## src/rtl/cfgld_pkg.sv

```systemverilog
// Package: shared constants and types of the configuration loader.
// Assumes a byte-wide register bus.
package cfgld_pkg;
    localparam int BUS_DW = 8;

    // Key values, in the order they must be written.
    localparam logic [BUS_DW-1:0] KEY_STEP_A = 8'h51;
    localparam logic [BUS_DW-1:0] KEY_STEP_B = 8'h52;
    localparam logic [BUS_DW-1:0] KEY_STEP_C = 8'h53;

    // Progress of the key detector.
    typedef enum logic [1:0] {
        KEY_IDLE  = 2'd0,
        KEY_HAVE1 = 2'd1,
        KEY_HAVE2 = 2'd2
    } key_state_t;
endpackage

```

## src/rtl/cfgld_key_detect.sv

```systemverilog
// Module: cfgld_key_detect
// Tracks the three-write unlock key on the register bus and pulses key_hit_o
// on the cycle of a correct third write. Assumes at most one access per cycle;
// any read, or a write to another address, abandons a key in progress.
module cfgld_key_detect
    import cfgld_pkg::*;
#(
    parameter int                  ADDR_W   = 8,
    parameter logic [ADDR_W-1:0]   KEY_ADDR = 8'h74
) (
    input  logic              clk,
    input  logic              rst_n,
    input  logic              ready_i,
    input  logic [ADDR_W-1:0] addr,
    input  logic              wr,
    input  logic              rd,
    input  logic [BUS_DW-1:0] wdata,
    output logic              key_hit_o
);
    key_state_t state, state_nxt;
    logic       key_wr;
    logic       foreign_acc;

    assign key_wr      = wr && (addr == KEY_ADDR);
    assign foreign_acc = rd || (wr && (addr != KEY_ADDR));

    // Next-state and hit decode of the key sequence.
    always_comb begin
        state_nxt = state;
        key_hit_o = 1'b0;
        if (foreign_acc) begin
            state_nxt = KEY_IDLE;
        end else if (key_wr) begin
            if (!ready_i) begin
                state_nxt = KEY_IDLE;
            end else begin
                case (state)
                    KEY_IDLE:  state_nxt = (wdata == KEY_STEP_A) ? KEY_HAVE1 : KEY_IDLE;
                    KEY_HAVE1: begin
                        if (wdata == KEY_STEP_B)      state_nxt = KEY_HAVE2;
                        else if (wdata == KEY_STEP_A) state_nxt = KEY_HAVE1;
                        else                          state_nxt = KEY_IDLE;
                    end
                    KEY_HAVE2: begin
                        key_hit_o = (wdata == KEY_STEP_C);
                        state_nxt = (wdata == KEY_STEP_A) ? KEY_HAVE1 : KEY_IDLE;
                    end
                    default:   state_nxt = KEY_IDLE;
                endcase
            end
        end
    end

    // State register of the key detector.
    always_ff @(posedge clk) begin
        if (!rst_n) state <= KEY_IDLE;
        else        state <= state_nxt;
    end

    // an interrupting access leaves the detector idle on the next cycle.
    assert_abort_on_access_R3: assert property (@(posedge clk) disable iff (!rst_n)
        foreign_acc |=> (state == KEY_IDLE));

    // a hit only happens while ready is high, from the final step.
    assert_hit_needs_ready_R4: assert property (@(posedge clk) disable iff (!rst_n)
        key_hit_o |-> (ready_i && state == KEY_HAVE2 && key_wr));

    // a first key value while not at the last step always leads to step one.
    assert_restart_on_first_R5: assert property (@(posedge clk) disable iff (!rst_n)
        (key_wr && ready_i && !rd && wdata == KEY_STEP_A) |=> (state == KEY_HAVE1));
endmodule

```

## src/rtl/cfgld_byte_counter.sv

```systemverilog
// Module: cfgld_byte_counter
// Holds the load window, the received-byte count and the complete flag.
// Assumes key_hit and data_wr come from the same bus cycle and that a key hit
// wins over a data write (they cannot coincide on a one-access bus).
module cfgld_byte_counter #(
    parameter int IMAGE_BYTES = 7600,
    parameter int CNT_W       = $clog2(IMAGE_BYTES + 1)
) (
    input  logic             clk,
    input  logic             rst_n,
    input  logic             key_hit,
    input  logic             data_wr,
    output logic [CNT_W-1:0] count_o,
    output logic             unlocked_o,
    output logic             done_o
);
    localparam logic [CNT_W-1:0] LAST = CNT_W'(IMAGE_BYTES);

    logic [CNT_W-1:0] count_inc;
    assign count_inc = count_o + 1'b1;

    // Window, count and completion update.
    always_ff @(posedge clk) begin
        if (!rst_n) begin
            count_o    <= '0;
            unlocked_o <= 1'b0;
            done_o     <= 1'b0;
        end else if (key_hit) begin
            count_o    <= '0;
            unlocked_o <= 1'b1;
            done_o     <= 1'b0;
        end else if (data_wr && unlocked_o) begin
            count_o <= count_inc;
            if (count_inc == LAST) begin
                unlocked_o <= 1'b0;
                done_o     <= 1'b1;
            end
        end
    end

    // the count never passes the image size.
    assert_count_bound_R7: assert property (@(posedge clk) disable iff (!rst_n)
        count_o <= LAST);

    // window and completion are never both set.
    assert_done_closes_R7: assert property (@(posedge clk) disable iff (!rst_n)
        !(done_o && unlocked_o));

    // a closed window without a key keeps the count still.
    assert_locked_hold_R6: assert property (@(posedge clk) disable iff (!rst_n)
        (!unlocked_o && !key_hit) |=> $stable(count_o));

    // outside a key hit the count moves by at most one per cycle.
    assert_single_step_R6: assert property (@(posedge clk) disable iff (!rst_n)
        !key_hit |=> (count_o == $past(count_o) || count_o == $past(count_o) + 1'b1));

    // a key hit leaves an empty, open window.
    assert_key_restart_R8: assert property (@(posedge clk) disable iff (!rst_n)
        key_hit |=> (count_o == '0 && unlocked_o && !done_o));
endmodule

```

## src/rtl/cfgld_read_mux.sv

```systemverilog
// Module: cfgld_read_mux
// Returns status or count bytes on a read strobe. Assumes the count needs no
// more than 16 bits; unused high bits read as zero.
module cfgld_read_mux
    import cfgld_pkg::*;
#(
    parameter int                ADDR_W   = 8,
    parameter int                CNT_W    = 13,
    parameter logic [ADDR_W-1:0] STAT_ADDR = 8'h71,
    parameter logic [ADDR_W-1:0] CLO_ADDR  = 8'h72,
    parameter logic [ADDR_W-1:0] CHI_ADDR  = 8'h73
) (
    input  logic              rd,
    input  logic [ADDR_W-1:0] addr,
    input  logic [CNT_W-1:0]  count,
    input  logic              ready,
    input  logic              unlocked,
    input  logic              done,
    output logic [BUS_DW-1:0] rdata
);
    logic [2*BUS_DW-1:0] count_wide;
    assign count_wide = (2*BUS_DW)'(count);

    // Address decode of the readable registers.
    always_comb begin
        rdata = '0;
        if (rd) begin
            if (addr == STAT_ADDR)     rdata = {5'b0, done, unlocked, ready};
            else if (addr == CLO_ADDR) rdata = count_wide[BUS_DW-1:0];
            else if (addr == CHI_ADDR) rdata = count_wide[2*BUS_DW-1:BUS_DW];
        end
    end

    // no read strobe means a quiet data bus.
    always_comb begin
        assert_quiet_idle_R9: assert (rd || rdata == '0);
    end
endmodule

```

## src/rtl/cfgld_loader.sv

```systemverilog
// Module: cfgld_loader (top)
// Unlock-guarded configuration byte loader on a byte-wide register bus.
// Assumes one access (read or write) per cycle and that image bytes are
// consumed elsewhere directly from the bus.
module cfgld_loader
    import cfgld_pkg::*;
#(
    parameter int                ADDR_W      = 8,
    parameter int                IMAGE_BYTES = 7600,
    parameter logic [ADDR_W-1:0] KEY_ADDR    = 8'h74,
    parameter logic [ADDR_W-1:0] DATA_ADDR   = 8'h75,
    parameter logic [ADDR_W-1:0] STAT_ADDR   = 8'h71,
    parameter logic [ADDR_W-1:0] CLO_ADDR    = 8'h72,
    parameter logic [ADDR_W-1:0] CHI_ADDR    = 8'h73
) (
    input  logic              clk,
    input  logic              rst_n,
    input  logic              ready_i,
    input  logic [ADDR_W-1:0] bus_addr,
    input  logic              bus_wr,
    input  logic              bus_rd,
    input  logic [BUS_DW-1:0] bus_wdata,
    output logic [BUS_DW-1:0] bus_rdata,
    output logic              unlocked_o,
    output logic              done_o
);
    localparam int CNT_W = $clog2(IMAGE_BYTES + 1);

    logic             key_hit;
    logic             data_wr;
    logic [CNT_W-1:0] count;

    assign data_wr = bus_wr && (bus_addr == DATA_ADDR);

    cfgld_key_detect #(
        .ADDR_W   (ADDR_W),
        .KEY_ADDR (KEY_ADDR)
    ) u_key (
        .clk       (clk),
        .rst_n     (rst_n),
        .ready_i   (ready_i),
        .addr      (bus_addr),
        .wr        (bus_wr),
        .rd        (bus_rd),
        .wdata     (bus_wdata),
        .key_hit_o (key_hit)
    );

    cfgld_byte_counter #(
        .IMAGE_BYTES (IMAGE_BYTES),
        .CNT_W       (CNT_W)
    ) u_cnt (
        .clk        (clk),
        .rst_n      (rst_n),
        .key_hit    (key_hit),
        .data_wr    (data_wr),
        .count_o    (count),
        .unlocked_o (unlocked_o),
        .done_o     (done_o)
    );

    cfgld_read_mux #(
        .ADDR_W    (ADDR_W),
        .CNT_W     (CNT_W),
        .STAT_ADDR (STAT_ADDR),
        .CLO_ADDR  (CLO_ADDR),
        .CHI_ADDR  (CHI_ADDR)
    ) u_rd (
        .rd       (bus_rd),
        .addr     (bus_addr),
        .count    (count),
        .ready    (ready_i),
        .unlocked (unlocked_o),
        .done     (done_o),
        .rdata    (bus_rdata)
    );

    // the cycle after reset shows an empty, closed loader.
    assert_reset_state_R1: assert property (@(posedge clk)
        !rst_n |=> (!unlocked_o && !done_o && count == '0));

    // the window opens only following a correct third key write.
    assert_open_by_key_R2: assert property (@(posedge clk) disable iff (!rst_n)
        $rose(unlocked_o) |-> $past(key_hit));
endmodule

```

## config.mk

```make
export PLATFORM = sky130hd
export DESIGN_NAME = cfgld_loader
export DESIGN_NICKNAME = d
export VERILOG_FILES = /design/src/rtl/cfgld_pkg.sv /design/src/rtl/cfgld_key_detect.sv /design/src/rtl/cfgld_byte_counter.sv /design/src/rtl/cfgld_read_mux.sv /design/src/rtl/cfgld_loader.sv
export SDC_FILE = /design/constraint.sdc
export NUM_CORES = 1
export LEC_CHECK = 0
export BUFFER_PORTS_ARGS = -buffer_cell sky130_fd_sc_hd__clkbuf_2
export CAP_MARGIN = 20
export CORE_MARGIN = 2
export CORE_UTILIZATION = 49
export CTS_BUF_LIST = sky130_fd_sc_hd__clkbuf_4
export CTS_CLUSTER_SIZE = 24
export DETAILED_ROUTE_END_ITERATION = 8
export PLACE_DENSITY = 0.76
export SLEW_MARGIN = 30
export SYNTH_ARGS = -nofsm -noshare
export SYNTH_HDL_FRONTEND = slang
export SYNTH_HIERARCHICAL = 1
export SYNTH_SLANG_ARGS = --single-unit
export TNS_END_PERCENT = 10
```

## constraint.sdc

```tcl
create_clock -name clk -period 1.58 [get_ports clk]
set_input_delay 0.079 -clock clk [delete_from_list [all_inputs] [get_ports clk]]
set_output_delay 0.079 -clock clk [all_outputs]
set_load 0.01 [all_outputs]
```

### After elaboration in Yosys (flattened, before gate mapping)

Index checks and enable logic that the tools add are counted.

* register bits after elaboration: 17
* output and inout bits: 10
* input port bits: 21
* logic and storage cells: 46

* bitwise operators: 1
* $add $sub $neg: 1
* reductions and logical operators: 13
* mux-type cells: 15
* equal/unequal tests: 12

Operator list (count)
* 8-bit by 7-bit == test with 1-bit output (second input constant): 8
* 8-bit 2-to-1 mux: 3
* 13-bit by 1-bit adder with 13-bit output (second input constant): 1
* 13-bit == test (second input constant): 1
* 1-bit 2-to-1 mux: 8
* 8-bit by 7-bit inequality test with 1-bit output (second input constant): 1
* 2-bit OR reduction: 3
* 5-bit 2-to-1 mux: 1
* 1-bit logical AND: 4
* 2-bit 2-to-1 mux: 2
* 2-bit case mux with 2 select lines: 1
* 2-bit AND reduction: 2
* 2-bit nonzero test: 2
* 2-bit by 1-bit == test with 1-bit output (second input constant): 1
* 2-bit == test (second input constant): 1
* 2-bit zero test: 1
* 1-bit logical OR: 1
* 1-bit NOT: 1

### Longest topological paths before layout

* depth in word-level cells: 7
* depth in mapped cells: 8
* mapped depth without buffers: 7

### Cells and area by module

Netlist, hierarchy kept.

Modules (own cells, without submodules)
* cfgld_byte_counter: area each 808.3 um^2, cells an instance 97, times used 1, seq. area each 300.3 um^2
* cfgld_read_mux: area each 217.7 um^2, cells an instance 21, times used 1, seq. area each 0.0 um^2
* cfgld_key_detect: area each 190.2 um^2, cells an instance 19, times used 1, seq. area each 40.0 um^2
* cfgld_loader: area each 31.3 um^2, cells an instance 3, times used 1, seq. area each 0.0 um^2

### Worst setup path before layout

Ideal clock, no wire load.

* kind: input-to-reg
* start: input port bus_addr[3]
* end: register u_cnt.unlocked_o
* required time: 1.463 ns
* setup time: 0.117 ns
* data arrival time: 1.517 ns
* stages on the path: 8
* path slack: -0.054 ns
* path buffers: 1
* cell sequence: nand4b_1 > nor4b_2 > and2_1 > clkbuf_1 > nand4b_1 > nor3_1 > o2111ai_1 > a22o_1

* elaborated cells between the ends (all ways): 14
* classes of those cells: eq/ne: 3; mux: 3; reduce/logical: 8

RTL lines
* from (decl): line cfgld_loader.sv:19 `input logic [ADDR_W-1:0] bus_addr,`
* 8-bit by 7-bit == test with 1-bit output: line cfgld_loader.sv:33 `assign data_wr = bus_wr && (bus_addr == DATA_ADDR);`
* 1-bit logical AND: line cfgld_loader.sv:33
* named net data_wr: line cfgld_loader.sv:30 `logic data_wr;`
* 1-bit logical AND: line cfgld_byte_counter.sv:32 `end else if (data_wr && unlocked_o) begin`
* 2-bit nonzero test (no line)
* 2-bit AND reduction (no line)
* to (signal assigned): line cfgld_byte_counter.sv:26 `unlocked_o <= 1'b0;`
* to (signal assigned): line cfgld_byte_counter.sv:30 `unlocked_o <= 1'b1;`
* to (signal assigned): line cfgld_byte_counter.sv:35 `unlocked_o <= 1'b0;`
* to (decl): line cfgld_byte_counter.sv:14 `output logic unlocked_o,`

The timed path passes the listed nets, and every way through them passes these cells.
A chain may end at the register's enable or synchronous reset.

### Worst setup path after layout

* start: register u_cnt.count_o[4]
* end: register u_cnt.unlocked_o

* cells in the longest elaborated chain, start to end: 4

RTL lines
* from (decl): line cfgld_byte_counter.sv:13 `output logic [CNT_W-1:0] count_o,`
* from (signal assigned): line cfgld_byte_counter.sv:33 `count_o <= count_inc;`
* 13-bit by 1-bit adder with 13-bit output: line cfgld_byte_counter.sv:20 `assign count_inc = count_o + 1'b1;`
* 13-bit == test: line cfgld_byte_counter.sv:34 `if (count_inc == LAST) begin`
* 2-bit nonzero test (no line)
* 2-bit AND reduction (no line)

No other way between the ends.

==> metrics <==
status=finished, final reports clean; Crit Path Max Fanout=2; Remaining DRCs=0; CTS Buf Count=3; routed len/inst=14.37 um; GRT busiest layer=met2; met3 Use GR=3.552%; critical-path cell list=nand3_2, nor2_4, or4b_1, o211ai_1, o2111ai_2, a22o_1; VDD IR max=536.5 uV; Initial Utilization=50.82%; xor/xnor share of the synthesized area=9.829%; layout cells sized above 1=49.50%; first-pass GRT wire length=5.140 mm; P per Cell Area=450.3 nW/um^2; Hold Path Class=input pin to flip-flop; Setup Skew=0.001869 ns; Critical Path Slowest Stage Cell=or4b_1; Setup CP Type=flip-flop to flip-flop; initial antenna violation count=0; most frequent cells in the layout=clkbuf_2 (30), buf_4 (30), nor2_1 (11), nand2_1 (10), dfxtp_1 (10); remaining global-route overflow=0; Final Slew Violations=0; top_reg_cell synth=dfxtp_1; count of different cell masters after synthesis=49; Die H=54.46 um; DP Worst Slack=-0.1709 ns; area occupied by registers=349.1 sq um; via/cell ratio=5.530; largest net degree at the start of global routing=15; # port buffers=30; total track usage=23.89%; DIE WIDTH=54.46 um; Routed WL=3.304 mm; area of the mapped netlist=1247 sq um; Hold Vio Cnt, Final=0; 1st-iter DRT viols=23; Synth Area in Adders=2.006%; area of the core=2455 sq um; Finish-stage setup viols=0; post-layout util=70.39%; HPWL Detailed=2.638 mm; complex-gate fraction of the synthesized area=8.626%; First-pass DRT Iterations=4; WP data required=1.78 ns; Worst-Skew Late Latency=0.29 ns; Data arrival, critical path=1.77 ns; crit path launch type=flip-flop; synth-to-layout area growth=38.52%; CTS H-Tree Depth=1; worst setup margin=0.002396 ns; CTS Hold Bufs=0; main combinational cell family by area after synthesis=simple AND/OR/NAND/NOR gates; Synth Area in Simple Gates=43.23%; Yosys reg bits=17; CTS tree=yes; area of the multi-input gates=900.9 sq um; antenna cell count=0; post-layout net count=224; clock-pin slew on the worst setup and hold paths=0.10 ns; die footprint=2965 sq um; max cap viols=0; CP max stage delay=0.44 ns; fillers=201; sequential area share after synthesis=27.28%; Syn Area/Cell=8.910 sq um; number of routed nets with antenna violations=0; post-route non-filler standard cell count=230; met2 Usage GRT=40.16%; row count=18; Async SR Flop Fraction=0%; clk buf depth=2; met1 GRT Util=31.23%; Clock Sinks=17; Vias=1272; I/O Pins=31; GP Congestion=0.9369; vias in the first global route=1202; Cells after Synth=140; min Tclk post-route=1.578 ns; Post-CTS Setup Repair Bufs=0; yosys warns=6; RSZ-0062 raised after global routing=yes; LEAKAGE=0.0007527 uW; syn nets=163; post-synthesis mux area share=5.617%; clk root buf=clkbuf_4; Slew @ Worst Pin=0.3804 ns; EDFF count, synth=0; normalized max-slew margin=74.45%; fmax=633.9 MHz; Final period util=99.85%; placed instance count=226; setup TNS=0 ns; Worst Setup End Kind=flip-flop
==> Yosys cell counts (5+ instances only) <==
| cell type | count | area (sq um) |
|---|---|---|
| dfxtp_1 | 17 | 340.3 |
| nor2_1 | 14 | 52.55 |
| nand2_1 | 10 | 37.54 |
| xor2_1 | 9 | 78.83 |
| nand4_1 | 6 | 37.54 |
| nand2b_1 | 5 | 31.28 |
| nor2b_1 | 5 | 31.28 |
| xnor2_1 | 5 | 43.79 |
==> cell families after synthesis <==
kind of cell | Yosys count
AND/OR/NAND/NOR | 77
multiplexers | 6
XOR/XNOR | 14
adder cells (fa/ha/maj) | 2
AO/OA/AOI/OAI | 15
buffers and inverters | 9
flip-flops | 17
==> worst max-delay path, delay by kind of cell, from the launching register on <==
kind               cells  cell delay [ns]
AOI/OAI and AO/OA      3             0.49
DFF                    1             0.35
and+or+nand+nor        3             0.64
==> final cells by class <==
| cell class | count | share of cell area, % |
|---|---|---|
| Timing Repair Buffer | 61 | 22.88 |
| Sequential cell | 17 | 20.20 |
| Tap cell | 30 | 2.172 |
| Inverter | 4 | 0.8689 |
| Multi-Input combinational cell | 114 | 52.14 |
| Clock buffer | 4 | 1.738 |
==> power breakdown <==
group	total [uW]	switching (uW)	internal, uW
logic	91.7	43.3	48.4
registers	428	0.0000458	428
clock network	258	143	115
==> metrics by stage <==
step | power, uW | instance area [sq um] | hold slack, ns
3_5_place_dp | 529.4 | 1655 | 0.3686
3_3_place_gp | 526.5 | 1655 | 0.3646
5_1_grt | 808.6 | 1728 | 0.07765
2_1_floorplan | 470.0 | 1261 | 0.1938
6_report | 778.1 | 1728 | 0.06622
4_1_cts | 786.6 | 1697 | 0.05781
==> sequential cells by signal, summed over array words and instances, names as in the netlist <==
register / cells
u_cnt/unlocked_o: 1
u_cnt/count_o: 13
u_key/state: 2
u_cnt/done_o: 1
==> metal layers <==
| layer | wire (um) | vias to the layer above | share of wire (%) |
|---|---|---|---|
| met2 | 1687 | 32 | 51 |
| li1 | - | 635 | - |
| met5 | 0 | - | 0 |
| met3 | 115 | 6 | 3.5 |
| met1 | 1448 | 599 | 44 |
| met4 | 53 | 0 | 1.6 |
==> worst paths after layout <==
| path | start | endpoint | slack, ns | cells past startpoint |
|---|---|---|---|---|
| hold reg to reg | u_cnt/done_o$_SDFFE_PP0P_ | u_cnt/done_o$_SDFFE_PP0P_ | 0.49 | 2 |
| hold / removal | rst_n | u_cnt/unlocked_o$_SDFFE_PN0P_ | 0.07 | 2 |
| setup reg to reg | u_cnt/count_o[4]$_SDFFE_PP0P_ | u_cnt/unlocked_o$_SDFFE_PN0P_ | 0.002 | 6 |
| setup / recovery | u_cnt/count_o[4]$_SDFFE_PP0P_ | u_cnt/unlocked_o$_SDFFE_PN0P_ | 0.002 | 6 |
==> what timing repair did <==
item	CTS	global route
endpoints found under the setup margin	3	6
pin swaps	4	0
resized for setup	7	7
No activity file was read; power rests on OpenSTA's default activity.
